### src/rtl/sb_pkg.sv
// Package: shared sizes and helpers for the load / condition-code scoreboard.
// Assumes a flat register space indexed by a binary register number.
package sb_pkg;
    localparam int SB_REGS      = 32;
    localparam int SB_IDX_W     = $clog2(SB_REGS);
    localparam int SB_MAX_LOADS = 2;

    // Counts the set bits of a pending mask (callers size the result).
    function automatic int unsigned count_ones(input logic [SB_REGS-1:0] v);
        int unsigned n;
        n = 0;
        for (int i = 0; i < SB_REGS; i++) n += int'(v[i]);
        return n;
    endfunction
endpackage

### src/rtl/sb_reg_track.sv
// Module: per-register pending bits. A return clears one bit and an issued
// load sets one bit. Set takes priority over clear on the same bit.
// Assumes at most one return and one set per cycle.
module sb_reg_track #(
    parameter int REGS  = sb_pkg::SB_REGS,
    parameter int IDX_W = $clog2(REGS),
    parameter int CNT_W = $clog2(REGS + 1)
) (
    input  logic             clk,
    input  logic             rst_n,
    input  logic             set_en,
    input  logic [IDX_W-1:0] set_idx,
    input  logic             clr_en,
    input  logic [IDX_W-1:0] clr_idx,
    output logic [REGS-1:0]  mask,
    output logic [CNT_W-1:0] pend_cnt
);
    logic [REGS-1:0] mask_next;

    // One next-state bit per register.
    for (genvar g = 0; g < REGS; g++) begin : g_bit
        logic hit_set, hit_clr;
        assign hit_set = set_en && (set_idx == IDX_W'(g));
        assign hit_clr = clr_en && (clr_idx == IDX_W'(g));
        assign mask_next[g] = hit_set | (mask[g] & ~hit_clr);
    end

    // Hold the mask register, cleared by reset.
    always_ff @(posedge clk) begin
        if (!rst_n) mask <= '0;
        else        mask <= mask_next;
    end

    // Number of outstanding loads, taken from the registered mask.
    always_comb pend_cnt = CNT_W'(sb_pkg::count_ones(REGS'(mask)));
endmodule

### src/rtl/sb_cc_track.sv
// Module: single condition-code pending flag. An issued writer sets it and
// completion clears it. Set wins when both happen in one cycle.
module sb_cc_track (
    input  logic clk,
    input  logic rst_n,
    input  logic set_en,
    input  logic clr_en,
    output logic pend
);
    // Update the flag: reset first, then set over clear.
    always_ff @(posedge clk) begin
        if (!rst_n)      pend <= 1'b0;
        else if (set_en) pend <= 1'b1;
        else if (clr_en) pend <= 1'b0;
    end
endmodule

### src/rtl/sb_hazard.sv
// Module: combinational issue check. Looks for RAW on the used sources, WAW
// on the destination, a condition-code read against a pending flag, and the
// load-count limit. Reads registered state only.
module sb_hazard #(
    parameter int REGS      = sb_pkg::SB_REGS,
    parameter int IDX_W     = $clog2(REGS),
    parameter int CNT_W     = $clog2(REGS + 1),
    parameter int MAX_LOADS = sb_pkg::SB_MAX_LOADS
) (
    input  logic [REGS-1:0]  mask,
    input  logic [CNT_W-1:0] pend_cnt,
    input  logic             cc_pend,
    input  logic [IDX_W-1:0] src_a,
    input  logic             src_a_used,
    input  logic [IDX_W-1:0] src_b,
    input  logic             src_b_used,
    input  logic [IDX_W-1:0] dst,
    input  logic             dst_used,
    input  logic             is_load,
    input  logic             cc_rd,
    output logic             ok
);
    localparam logic [CNT_W-1:0] LIMIT = CNT_W'(MAX_LOADS);

    logic raw_hit, waw_hit, cc_hit, cap_hit;

    // Evaluate each hazard class and combine them.
    always_comb begin
        raw_hit = (src_a_used && mask[src_a]) || (src_b_used && mask[src_b]);
        waw_hit = dst_used && mask[dst];
        cc_hit  = cc_rd && cc_pend;
        cap_hit = is_load && (pend_cnt >= LIMIT);
        ok      = !(raw_hit || waw_hit || cc_hit || cap_hit);
    end
endmodule

### src/rtl/load_cc_scoreboard.sv
// Module: top of the scoreboard. It ties the register tracker, the condition-
// code tracker and the hazard check together. An instruction issues when
// iss_valid and iss_ok are both high. Loads must present dst with dst_used.
module load_cc_scoreboard #(
    parameter int REGS      = sb_pkg::SB_REGS,
    parameter int MAX_LOADS = sb_pkg::SB_MAX_LOADS,
    localparam int IDX_W    = $clog2(REGS)
) (
    input  logic             clk,
    input  logic             rst_n,
    input  logic             iss_valid,
    input  logic [IDX_W-1:0] iss_src_a,
    input  logic             iss_src_a_used,
    input  logic [IDX_W-1:0] iss_src_b,
    input  logic             iss_src_b_used,
    input  logic [IDX_W-1:0] iss_dst,
    input  logic             iss_dst_used,
    input  logic             iss_is_load,
    input  logic             iss_cc_rd,
    input  logic             iss_cc_wr,
    input  logic             ret_valid,
    input  logic [IDX_W-1:0] ret_idx,
    input  logic             cc_done,
    output logic             iss_ok,
    output logic [REGS-1:0]  pend_mask,
    output logic             cc_pend
);
    localparam int CNT_W = $clog2(REGS + 1);

    logic             fire;
    logic [CNT_W-1:0] pend_cnt;

    // An instruction is accepted only when it is valid and free of hazards.
    always_comb fire = iss_valid && iss_ok;

    sb_reg_track #(.REGS(REGS), .IDX_W(IDX_W), .CNT_W(CNT_W)) u_regs (
        .clk(clk), .rst_n(rst_n),
        .set_en(fire && iss_is_load), .set_idx(iss_dst),
        .clr_en(ret_valid), .clr_idx(ret_idx),
        .mask(pend_mask), .pend_cnt(pend_cnt)
    );

    sb_cc_track u_cc (
        .clk(clk), .rst_n(rst_n),
        .set_en(fire && iss_cc_wr), .clr_en(cc_done),
        .pend(cc_pend)
    );

    sb_hazard #(.REGS(REGS), .IDX_W(IDX_W), .CNT_W(CNT_W), .MAX_LOADS(MAX_LOADS)) u_haz (
        .mask(pend_mask), .pend_cnt(pend_cnt), .cc_pend(cc_pend),
        .src_a(iss_src_a), .src_a_used(iss_src_a_used),
        .src_b(iss_src_b), .src_b_used(iss_src_b_used),
        .dst(iss_dst), .dst_used(iss_dst_used),
        .is_load(iss_is_load), .cc_rd(iss_cc_rd),
        .ok(iss_ok)
    );
endmodule

### config.mk
export PLATFORM = sky130hd
export DESIGN_NAME = load_cc_scoreboard
export DESIGN_NICKNAME = d
export VERILOG_FILES = /design/src/rtl/sb_pkg.sv /design/src/rtl/sb_reg_track.sv /design/src/rtl/sb_cc_track.sv /design/src/rtl/sb_hazard.sv /design/src/rtl/load_cc_scoreboard.sv
export SDC_FILE = /design/constraint.sdc
export NUM_CORES = 1
export LEC_CHECK = 0
export CAP_MARGIN = 20
export CORE_AREA = 2 2 77 79
export DETAILED_ROUTE_END_ITERATION = 10
export DIE_AREA = 0 0 79 81
export DONT_BUFFER_PORTS = 1
export GPL_ROUTABILITY_DRIVEN = 0
export PLACE_DENSITY_LB_ADDON = 0.1
export SLEW_MARGIN = 10
export SYNTH_ARGS = -nofsm -noshare
export SYNTH_HDL_FRONTEND = slang
export SYNTH_SLANG_ARGS = --single-unit
### constraint.sdc
create_clock -name clk -period 6.3 [get_ports clk]
set_input_delay 1.575 -clock clk [delete_from_list [all_inputs] [get_ports clk]]
set_output_delay 1.575 -clock clk [all_outputs]
set_load 0.02 [all_outputs]
* Yosys cells after proc, flatten, opt, wreduce, memory -nomap -nowiden
Cells that the tools add are included.
** Cells by class
- $add $sub $neg :: 31
- Multiply operators :: 0
- Div/mod/pow operators :: 0
- $lt $le $gt $ge :: 4
- Equality and inequality tests :: 62
- Shift operators :: 0
- Muxes and demuxes :: 8
- Bitwise logic cells :: 96
- Reduce and logical (&&, ||, !) cells :: 80
** Operators by type and width (count)
- 6-bit by 1-bit adder with 6-bit output :: 30
- 5-bit == test (second input constant) :: 32
- 5-bit by 4-bit == test with 1-bit output (second input constant) :: 16
- 1-bit logical AND :: 72
- 5-bit by 3-bit == test with 1-bit output (second input constant) :: 8
- 1-bit bitwise AND :: 32
- 1-bit NOT :: 32
- 1-bit OR :: 32
- 5-bit by 2-bit == test with 1-bit output (second input constant) :: 4
- 5-bit by 6-bit less-than comparator with 1-bit output (second input constant) :: 3
- 1-bit binary-select mux with 5-bit select :: 3
- 5-bit by 1-bit == test with 1-bit output (second input constant) :: 2
- 5-bit zero test :: 2
- 6-bit by 2-bit >= comparator with 1-bit output (second input constant) :: 1
- 1-bit two-way mux :: 5
- 1-bit logical OR :: 4
- 1-bit by 1-bit adder with 2-bit output :: 1
- 2-bit nonzero test :: 1
- 1-bit zero test :: 1
** Storage, ports and cells
- Register bits after elaboration :: 33
- Bits in latches :: 0
- RAM bits :: 0
- Memory bits (read-only) :: 0
- Input port bits :: 31
- Output and inout bits :: 34
- Word-level logic and storage cells :: 283
- Memories :: 0

* Logic depth before layout (Yosys ltp)
Gate-level depths: netlist of run 1.
- Word-level depth :: 39
- Depth in mapped cells :: 21
- Gate-level depth less buffers :: 20

* Cells and area by module
A second synthesis of run 1 with hierarchy kept.
** Unflattened totals
- Cell total of the unflattened synthesis :: 316
- Area, all modules :: 3154.3 um^2
** Modules (own cells, without submodules)
- sb_reg_track :: times used 1, cells each 234, area each 2189.6 um^2, sequential area each 640.6 um^2
- sb_hazard :: times used 1, cells each 77, area each 910.9 um^2, sequential area each 0.0 um^2
- sb_cc_track :: times used 1, cells each 3, area each 41.3 um^2, sequential area each 20.0 um^2
- load_cc_scoreboard :: times used 1, cells each 2, area each 12.5 um^2, sequential area each 0.0 um^2

* Least setup slack after synthesis of run 1
Ideal clock, no wire load.
- Path type :: reg-to-output
- Start :: register u_regs.mask[1]
- End :: output iss_ok
- Data arrival time :: 5500 ps
- Required time :: 4725 ps
- Path slack :: -775 ps
- Cell stages (with the launch flop) :: 19
- Buffers on the path :: 1
- Path through :: dfxtp_1 > ha_1 > inv_1 > fa_1 > fa_1 > fa_1 > fa_1 > fa_1 > fa_1 > inv_1 > fa_1 > inv_1 > fa_1 > a2111oi_0 > o211ai_1 > a22oi_1 > nand4_4 > buf_6 > inv_1
** Between the ends
- Word-level cells in the longest chain between the ends :: 35
- Elaborated cells between the ends (all ways) :: 47
- Those cells by class :: add/sub (31); order compare (1); mux (6); reduce/logical (9)
** Ends and longest elaborated chain
- start, declared :: line sb_reg_track.sv:15 : output logic [REGS-1:0] mask,
- start signal, assigned :: line sb_reg_track.sv:31 : else mask <= mask_next;
- 1-bit by 1-bit adder with 2-bit output :: line sb_pkg.sv:12 : for (int i = 0; i < SB_REGS; i++) n += int'(v[i]);
- 6-bit by 1-bit adder with 6-bit output (30 in series) :: line sb_pkg.sv:12
- 6-bit by 2-bit >= comparator with 1-bit output :: line sb_hazard.sv:32 : cap_hit = is_load && (pend_cnt >= LIMIT);
- 1-bit logical AND :: line sb_hazard.sv:32
- 1-bit logical OR (*) :: line sb_hazard.sv:33 : ok = !(raw_hit || waw_hit || cc_hit || cap_hit);
- 1-bit zero test (*) :: line sb_hazard.sv:33
- end, declared :: line load_cc_scoreboard.sv:24 : output logic iss_ok,
Mark *: on every way between the ends. The rest lies on a longest branch, timed or not. The select of a mux whose other input is x is not followed.

* Final worst setup path of run 1
- Start :: register u_regs.mask[0]
- End :: output iss_ok
The elaborated chain is that of the path after synthesis.

==> impl_summary.md, run 1 <==
CTS
The number of buffers inserted during clock tree synthesis is 5. The CTS H-tree depth is 2. The maximum clock path buffer count is 2.

The library cell used as clock root buffer is clkbuf_8. In this run, post-CTS hold repair placed 0 buffers. The clock-pin transition on the worst setup and hold timing paths is 0.07 ns. The number of sinks driven by the clock tree is 33. The later pin in the worst-skew pair is clocked with a latency of 0.29 ns. The CTS tree is yes.

Setup path
In this run the critical register-to-register path is captured at u_regs.mask[18]. For the worst setup path, the data required time is 4.72 ns. The worst register-to-register path begins at u_regs.mask[0]. The logic depth of the worst register-to-register path is 18. STA classifies the critical path endpoint as a primary output.

The critical path is of the flip-flop to primary output type. Across all register-to-register paths, the minimum setup slack is 0.77 ns. The maximum fanout along the worst path is 2. At the worst endpoint, the arrival time is 5.16 ns.

The kind of start point of the critical path is a flip-flop.

Synthesis
In the synthesized netlist, the number of instances is 308. The synthesized area per cell is 10.2 um^2. The number of enable-type register cells in the synthesized netlist is 0.

The number of distinct library cells after synthesis is 38. The number of nets in the synthesized netlist is 371. Summing every instance area after synthesis gives 3150 um^2. The sequential cell area fraction in the yosys report is 21.0%. After synthesis, the share of flip-flops with an asynchronous set or reset is 0%. The commonest register cell after synthesis is dfxtp_1. The number of storage elements in the synthesis netlist is 33. The Yosys step of the flow raised 0 warnings.

Run status
The checks that failed: negative setup slack. The flow ran to the end, but the final reports show violations.

Layout
The total inserted antenna cells is 0. The post-route netlist has 24.4% of its cells at a drive strength greater than 1. The signed area change from the synthesized netlist to the final layout is 9.33%. The number of nets in the layout is 378.

Flow run
Max-cap violations in this run came to 0.

Pwr
VDD sags by at most 0.132 mV. For this design the ratio of total power to cell area is 135 nW/um^2. The leakage dissipation is 1.29 nW.

Global route
The all-layer global routing usage is 29.8%. Summed over all layers, the global routing overflow is 0. The first global-routing pass estimated 14.1 mm of wire.

The number of global-route vias before repair is 2,528. The number of antenna violations at the first check in global routing is 0. The pin count of the biggest net entering global routing is 36.

Worst hold path
The worst min-delay path category is flip-flop to flip-flop. The worst hold path was traced through 2 stages. For hold timing, the worst endpoint is u_cc.pend.

The worst hold path begins at u_cc.pend.

Timing
Headroom to the max-slew limit came out at 59.4%. Hold is met by 0.614 ns. The top achievable clock speed is 149 MHz. Of the available clock period, the critical path in the final layout requires 107%.

The count of final max-slew check failures is 0. Setup repair after global routing could not meet its margin everywhere. Once routing completed, OpenROAD measured the worst setup slack at -0.431 ns.

The number of setup violations in the final report is 1. The final critical delay including setup and external delays is 6.73 ns. Between clock sinks in the finished design, the worst skew comes to 0.00646 ns. The transition time of the tightest slew-check pin is 0.609 ns. The final-report hold violation count came to 0.

Placed design
The minimum setup slack after placement is -0.200 ns. The HPWL after detailed placement is 7.12 mm. The count of input and output buffers is 0.

Route
The residual DRC count is 0. The first detailed-routing pass ran for 5 iterations. Wires add up to 9.04 mm. The wire length per cell after detailed routing is 23.1 um. Once detail routing completed, the nets flagged for antenna violations numbered 0. Across all layers, the routed design uses 2,593 vias. After detailed routing, the number of vias per cell comes to 6.63.

The iteration-0 DRC count of the detailed router is 143.

Floorplan
In this run the core area contains 28 standard-cell rows. The top-level I/O count is 65. The core footprint is 5680 um^2. From bottom edge to top edge, the die measures 81 um. The area of the die is 6400 um^2. Once the floorplan was initialized, standard cells occupied 55.6% of the core. The width of the die is 79 um.
-- sequential cells by signal, indices dropped and copies added (netlist names) --
name and cells:
u_regs.mask 32, u_cc.pend 1
-- cell usage in the layout (no fill, tap or decap), types with 3 or more instances in the layout --
cell      count
o31ai_1      26
o22ai_1       3
o311ai_0      8
buf_4        23
clkbuf_8      6
inv_1        49
mux4_2       19
mux2i_1       6
fa_1         22
dfxtp_2       5
inv_2         3
o211ai_1     25
nand3_1       8
nor2b_1       5
nand2b_1      8
nand2_1      12
ha_1          7
dfxtp_1      27
mux4_1        4
nor2_1        7
o31ai_2       6
nand3b_1      6
-- power breakdown --
| part | leakage, nW | total, mW | internal, mW | switching, mW |
|---|---|---|---|---|
| Clock | 0.0566 | 0.194 | 0.113 | 0.0814 |
| Combinational | 0.963 | 0.0588 | 0.0238 | 0.0350 |
| Sequential | 0.269 | 0.213 | 0.210 | 0.00301 |
| Total | 1.29 | 0.466 | 0.347 | 0.119 |
-- routing by layer --
layer	global-route usage, %	routed length (um)
met1	39.8	3510
met2	46.7	4290
met3	7.67	979
met4	11.9	256
met5	0	0
-- critical path, stage by stage (launching register included) --
cell and delay, ns:
dfxtp_4 0.35, ha_4 0.25, inv_2 0.03, fa_1 0.49, fa_1 0.42, fa_1 0.51
fa_1 0.42, fa_1 0.51, fa_1 0.43, inv_2 0.08, fa_2 0.21, inv_2 0.04
fa_2 0.35, a2111oi_4 0.18, o211ai_1 0.15, a22oi_2 0.20, nand4_4 0.14, clkinv_4 0.10
-- area by class of cell --
cell class | instances | area [um^2]
multi-input combinational | 199 | 2190
fill | 520 | 2230
tap | 75 | 93.8
sequential | 33 | 671
clock buffer | 8 | 111
inverter | 53 | 204
timing repair buffer | 23 | 173
-- worst max path at each step --
stage / from / endpoint / slack [ns] / cells past startpoint
after floorplan: u_regs.mask[0] / iss_ok / -0.23 / 18
after global placement: u_regs.mask[0] / iss_ok / -0.13 / 17
after detailed placement: u_regs.mask[0] / iss_ok / -0.20 / 17
after CTS: u_regs.mask[0] / iss_ok / -0.52 / 17
after global routing: u_regs.mask[0] / iss_ok / -0.63 / 17
final: u_regs.mask[0] / iss_ok / -0.43 / 17
-- cells in the mapped netlist, types with 6 or more instances --
cell type | count | area (um^2)
o31ai_1 | 26 | 195
mux4_2 | 19 | 428
inv_1 | 53 | 199
nand2_1 | 12 | 45.0
ha_1 | 8 | 100
o31ai_2 | 6 | 75.1
nor2_1 | 7 | 26.3
nand3b_1 | 6 | 45.0
fa_1 | 24 | 480
clkbuf_1 | 13 | 48.8
nand3_1 | 8 | 40.0
o211ai_1 | 25 | 188
dfxtp_1 | 33 | 661
mux2i_1 | 6 | 60.1
nand2b_1 | 8 | 50.1
buf_6 | 7 | 78.8
o311ai_0 | 8 | 70.1
-- through the flow --
stage / TNS, ns / cell area, um^2 / total power [mW] / util, % / cells
finish: -0.431 / 3450 / 0.466 / 60.7 / 391
global route: -0.629 / 3450 / 0.481 / 60.7 / 391
CTS: -0.518 / 3420 / 0.469 / 60.3 / 391
detailed placement: -0.200 / 3310 / 0.275 / 58.3 / 383
global placement: -0.127 / 3310 / 0.275 / 58.3 / 383
floorplan: -0.228 / 3180 / 0.283 / - / 308
-- kinds of logic (layout without fill, tap and decap cells) --
family                     count (synthesis)  count (layout)  synth area share, %
AOI/OAI and AO/OA                         79              79                 19.9
buffers and inverters                     76              84                 10.8
and+or+nand+nor                           57              57                 10.5
DFF                                       33              33                 21.0
adders and majority gates                 32              32                 18.4
muxes                                     31              31                 19.5
-- timing repair --
| action | 4_1_cts | 5_1_grt |
|---|---|---|
| setup endpoints to repair | 1 | 1 |
| buffers inserted | 0 | 0 |
| pin swaps | 0 | 0 |
| gates resized for setup | 1 | 5 |
No activity file was read; power rests on OpenSTA's default activity.
==> inputs of run 2 (changes only) <==
- ABC_AREA: not set -> 1
- CORE_AREA: 2 2 77 79 -> 2 2 80 82
- DIE_AREA: 0 0 79 81 -> 0 0 82 84
==> run 2 against run 1 <==
  * First-iteration DRC count rose by 140%
  * Register-to-register slack got worse by 0.47 ns
  * Sequential power barely moved
  * Largest cell class unchanged
  * Critical path type unchanged
  * Clock skew fell by 0.0018 ns
  * Critical path depth rose by 1
  * Final cell count rose by 64%
  * Non-clock buffer count rose by 7
  * The run still ends with negative setup slack left
  * Maximum frequency fell by 3.9%
==> impl_summary.md, run 2 <==
Pwr
The leakage dissipation is 1.63 nW (was 1.29 nW). The total power divided by cell area is 135 nW/um^2 (about the same). The worst ir drop on vdd is 0.0975 mV (was 0.132 mV).

Worst hold path
The worst min-delay path category is flip-flop to flip-flop (unchanged). The worst hold path depth is 2 (unchanged). The endpoint of the worst hold-timing path is u_cc.pend (unchanged). The startpoint of the worst hold path is u_cc.pend (unchanged).

Setup path
The critical path class was flip-flop to primary output (unchanged). The terminus of the critical flop-to-flop path is u_regs.mask[6] (was u_regs.mask[18]). The data arrival time of the critical path is 5.43 ns (was 5.16 ns). The critical path data required time is 4.72 ns (about the same). The most common cell type on the critical path is fa_1 (unchanged). The maximum fanout along the worst path is 2 (unchanged). The count of buffering cells on the critical path with inverters included came to 3 (was 4).

The endpoint kind of the worst setup timing path is a primary output (unchanged). The kind of start point of the critical path was a flip-flop (unchanged). The logic depth of the worst register-to-register path came to 21 (was 18). The slowest stage cell on the critical path is fa_1 (unchanged). The biggest cell delay along the critical path came to 0.53 ns (was 0.51 ns). The worst reg2reg path startpoint is u_regs.mask[1] (was u_regs.mask[0]). Cells along the critical path: ha_1 -> inv_1 -> fa_1 -> fa_1 -> fa_1 -> fa_1 -> fa_1 -> fa_1 -> inv_1 -> fa_1 -> inv_1 -> fa_1 -> nand2_1 -> nor4_2 -> nand2_1 -> a22oi_2 -> nand3_2 -> nor2_4 (was ha_4 -> inv_2 -> fa_1 -> fa_1 -> fa_1 -> fa_1 -> fa_1 -> fa_1 -> inv_2 -> fa_2 -> inv_2 -> fa_2 -> a2111oi_4 -> o211ai_1 -> a22oi_2 -> nand4_4 -> clkinv_4). The setup slack on the worst flop-to-flop path was 0.30 ns (was 0.77 ns). The category of cells accounting for the largest share of critical-path delay is adder cells (unchanged).

Route
The wire length per cell after detailed routing is 19.3 um (was 23.1 um). The overall via count from detail_route is 3,925 (was 2,593). The final antenna-violating net count is 0 (unchanged). The number of detailed-route iterations in the first pass is 6 (was 5). The residual DRC count is 0 (unchanged). The total routed wirelength is 12.4 mm (was 9.04 mm).

The number of vias per cell is 6.12 (was 6.63). The iteration-0 DRC count of the detailed router is 347 (was 143).

Timing
The final hold slack is 0.609 ns (was 0.614 ns). The transition time of the tightest slew-check pin is 1.01 ns (was 0.609 ns). The final-report hold violation count is 0 (unchanged). The least setup slack across all paths after layout came to -0.702 ns (was -0.431 ns). The count of final max-slew check failures was 0 (unchanged).

The final worst-path cycle share is 111% (was 107%). RSZ-0062 raised after global routing: yes (unchanged). The final critical delay including setup and external delays came to 7.00 ns (was 6.73 ns). The clock tree skew after final layout is 0.00465 ns (was 0.00646 ns). The top achievable clock speed is 143 MHz (was 149 MHz). The aggregate negative setup slack is -0.702 ns (was -0.431 ns). The remaining max-slew budget at the tightest pin is 32.5% (was 59.4%). The number of setup violations in the final report is 1 (unchanged).

Layout
The number of non-filler instances in the completed layout is 641 (was 391). The number of fillers in the final layout was 596 (was 520). Leading registers by flop count: u_regs.mask x32, u_cc.pend x1 (unchanged).

The ratio of cells with drive above 1 in the final layout was 9.93% (was 24.4%). The total inserted antenna cells came to 0 (unchanged). The most frequent standard cell in the layout excluding fill and tap cells is nand2_1 (was inv_1). The combined flip-flop and latch cell area is 672 um^2 (was 671 um^2). The register ranked first by flip-flop count is u_regs.mask (unchanged). Leading cell types in the layout, fill and taps excluded: nand2_1, inv_1, a21oi_1, nor2_1, o21ai_0 (was inv_1, dfxtp_1, o31ai_1, o211ai_1, buf_4).

The number of nets in the layout is 626 (was 378). The multi-input logic area is 2370 um^2 (was 2190 um^2). The signed area change from the synthesized netlist to the final layout came to 8.01% (was 9.33%). The flip-flop count of the largest register, all copies and words added is 32 (unchanged).

CTS
The CTS tree is yes (unchanged). The clock latency at the later pin of the worst-skew pair came to 0.29 ns (about the same). The number of buffers inserted by post-CTS setup repair is 0 (unchanged).

The number of buffers inserted during clock tree synthesis is 5 (unchanged). The number of hold buffers added after CTS was 0 (unchanged). The number of sinks driven by the clock tree is 33 (unchanged). The clock-pin transition on the worst setup and hold timing paths is 0.07 ns (about the same). The maximum clock path buffer count is 2 (unchanged). The CTS H-tree depth came to 2 (unchanged). The library cell used as clock root buffer was clkbuf_8 (unchanged).

Synthesis
The share of the synthesized area in the top cell type came to 19.0% (was 21.0%). The post-synthesis cell count is 557 (was 308). Cell types occupying the most area after synthesis: dfxtp_1, nand2_1, fa_1 (was dfxtp_1, fa_1, mux4_2).

Top cells by count, synth: nand2_1, inv_1, a21oi_1 (was inv_1, dfxtp_1, o31ai_1). The sequential cell area fraction in the yosys report is 19.0% (was 21.0%). The library cell occupying the most area in the post-synthesis netlist is dfxtp_1 (unchanged). The fraction of registers with async set or reset after synthesis is 0% (unchanged).

The number of enable-type register cells in the synthesized netlist is 0 (unchanged). The most common cell in the netlist is nand2_1 (was inv_1). The number of distinct library cells after synthesis was 28 (was 38).

The commonest register cell after synthesis is dfxtp_1 (unchanged). The synthesized area is 3480 um^2 (was 3150 um^2). The number of storage elements in the synthesis netlist was 33 (unchanged).

The synthesized area per cell was 6.25 um^2 (was 10.2 um^2). The number of warning messages in the yosys log is 0 (unchanged). The number of nets in the synthesized netlist is 620 (was 371).

Flow run
The max-cap violation count is 0 (unchanged).

Global route
The number of global-route vias before repair is 3,629 (was 2,528). The all-layer global routing usage was 37.3% (was 29.8%). The pin count of the biggest net entering global routing is 34 (was 36). The overall overflow remaining after global route is 0 (unchanged). The wire length of the first global-routing pass was 18.9 mm (was 14.1 mm).

The number of antenna violations at the first check in global routing is 0 (unchanged).

Floorplan
The top-level I/O count is 65 (unchanged). The die extent in y came to 84 um (was 81 um). The starting density of the core is 57.1% (was 55.6%). The width of the die is 82 um (was 79 um).

The core footprint is 6100 um^2 (was 5680 um^2). The number of rows in the core area came to 29 (was 28). The area of the die is 6890 um^2 (was 6400 um^2).

Run status
Run status: complete, but fails checks (unchanged). Violated checks: negative setup slack (unchanged).

Placed design
The minimum setup slack after placement was -0.427 ns (was -0.200 ns). The sum of net half-perimeters after detailed placement is 9.34 mm (was 7.12 mm). The count of input and output buffers is 0 (unchanged). The cell count after placement was 633 (was 383).
-- run 2: cell types whose count changed after synthesis, moves of 30 or more --
cell     before  now
a21oi_1       1   46
nand4_1       2   32
nand2_1      12  148
nor2_1        7   44
o21ai_0       2   41
nand3_1       8   40
-- run 2: worst register-to-register path, cell delays in order, from the launching register on --
cell and delay (ns):
dfxtp_4 0.34, ha_1 0.27, inv_1 0.05, fa_1 0.49, fa_1 0.43, fa_1 0.52, fa_1 0.43, fa_1 0.53
fa_1 0.43, inv_1 0.08, fa_1 0.18, inv_1 0.06, fa_1 0.48, nand2_1 0.07, nor4_2 0.13, nand2_1 0.16
a22oi_2 0.18, nand3_2 0.11, nor2_4 0.22, buf_4 0.37, nand4_1 0.14, a21oi_1 0.25
-- run 2: worst max path at each step --
stage / from / endpoint / slack (ns) / depth (start not counted)
after floorplan: u_regs.mask[0] / iss_ok / -0.33 / 19
after global placement: u_regs.mask[1] / iss_ok / -0.32 / 18
after detailed placement: u_regs.mask[1] / iss_ok / -0.43 / 18
after CTS: u_regs.mask[1] / iss_ok / -0.73 / 18
after global routing: u_regs.mask[1] / iss_ok / -0.93 / 18
final: u_regs.mask[1] / iss_ok / -0.70 / 18
-- run 2: cell type report --
class                   instances  share of cell area, %
clock buffers                   7                   2.29
well taps                      77                   2.56
inverters                      76                   7.58
flip-flops and latches         33                   17.9
multi-input cells             417                   62.9
repair buffers                 30                   5.99
clock inverters                 1                  0.798
-- run 2: logic make-up after synthesis --
logic type | share of synthesized area [%]
adder cells (fa/ha/maj) | 16.7
AND/OR/NAND/NOR | 36.8
AO/OA/AOI/OAI | 14.2
buffers and inverters | 13.4
flip-flops | 19.0
-- run 2: routing by layer --
| metal | up-vias | wire (um) | track usage (%) |
|---|---|---|---|
| li1 | 1824 | - | - |
| met1 | 1785 | 4790 | 49.2 |
| met2 | 255 | 5450 | 57.1 |
| met3 | 61 | 1460 | 9.42 |
| met4 | 0 | 686 | 16.5 |
| met5 | - | 0 | 0 |
-- run 2: stage by stage --
stage	cell area [um^2]	util [%]	total power [mW]
after CTS	3760	61.6	0.506
final	3760	61.7	0.508
after global routing	3760	61.7	0.529
after detailed placement	3640	59.7	0.297
after floorplan	3500	-	0.298
after global placement	3640	59.7	0.295
-- run 2: where the power goes --
part / switching, mW / internal (mW) / total (mW)
clock: 0.0838 / 0.129 / 0.213
sequential: 0.00243 / 0.209 / 0.212
combinational: 0.0602 / 0.0226 / 0.0828
total: 0.146 / 0.361 / 0.508
-- run 2: repair_timing --
item / in CTS / in global routing
hold endpoints to repair: 0 / 0
gates resized for setup: 0 / 1
pin swaps: 4 / 3
setup endpoints to repair: 1 / 4
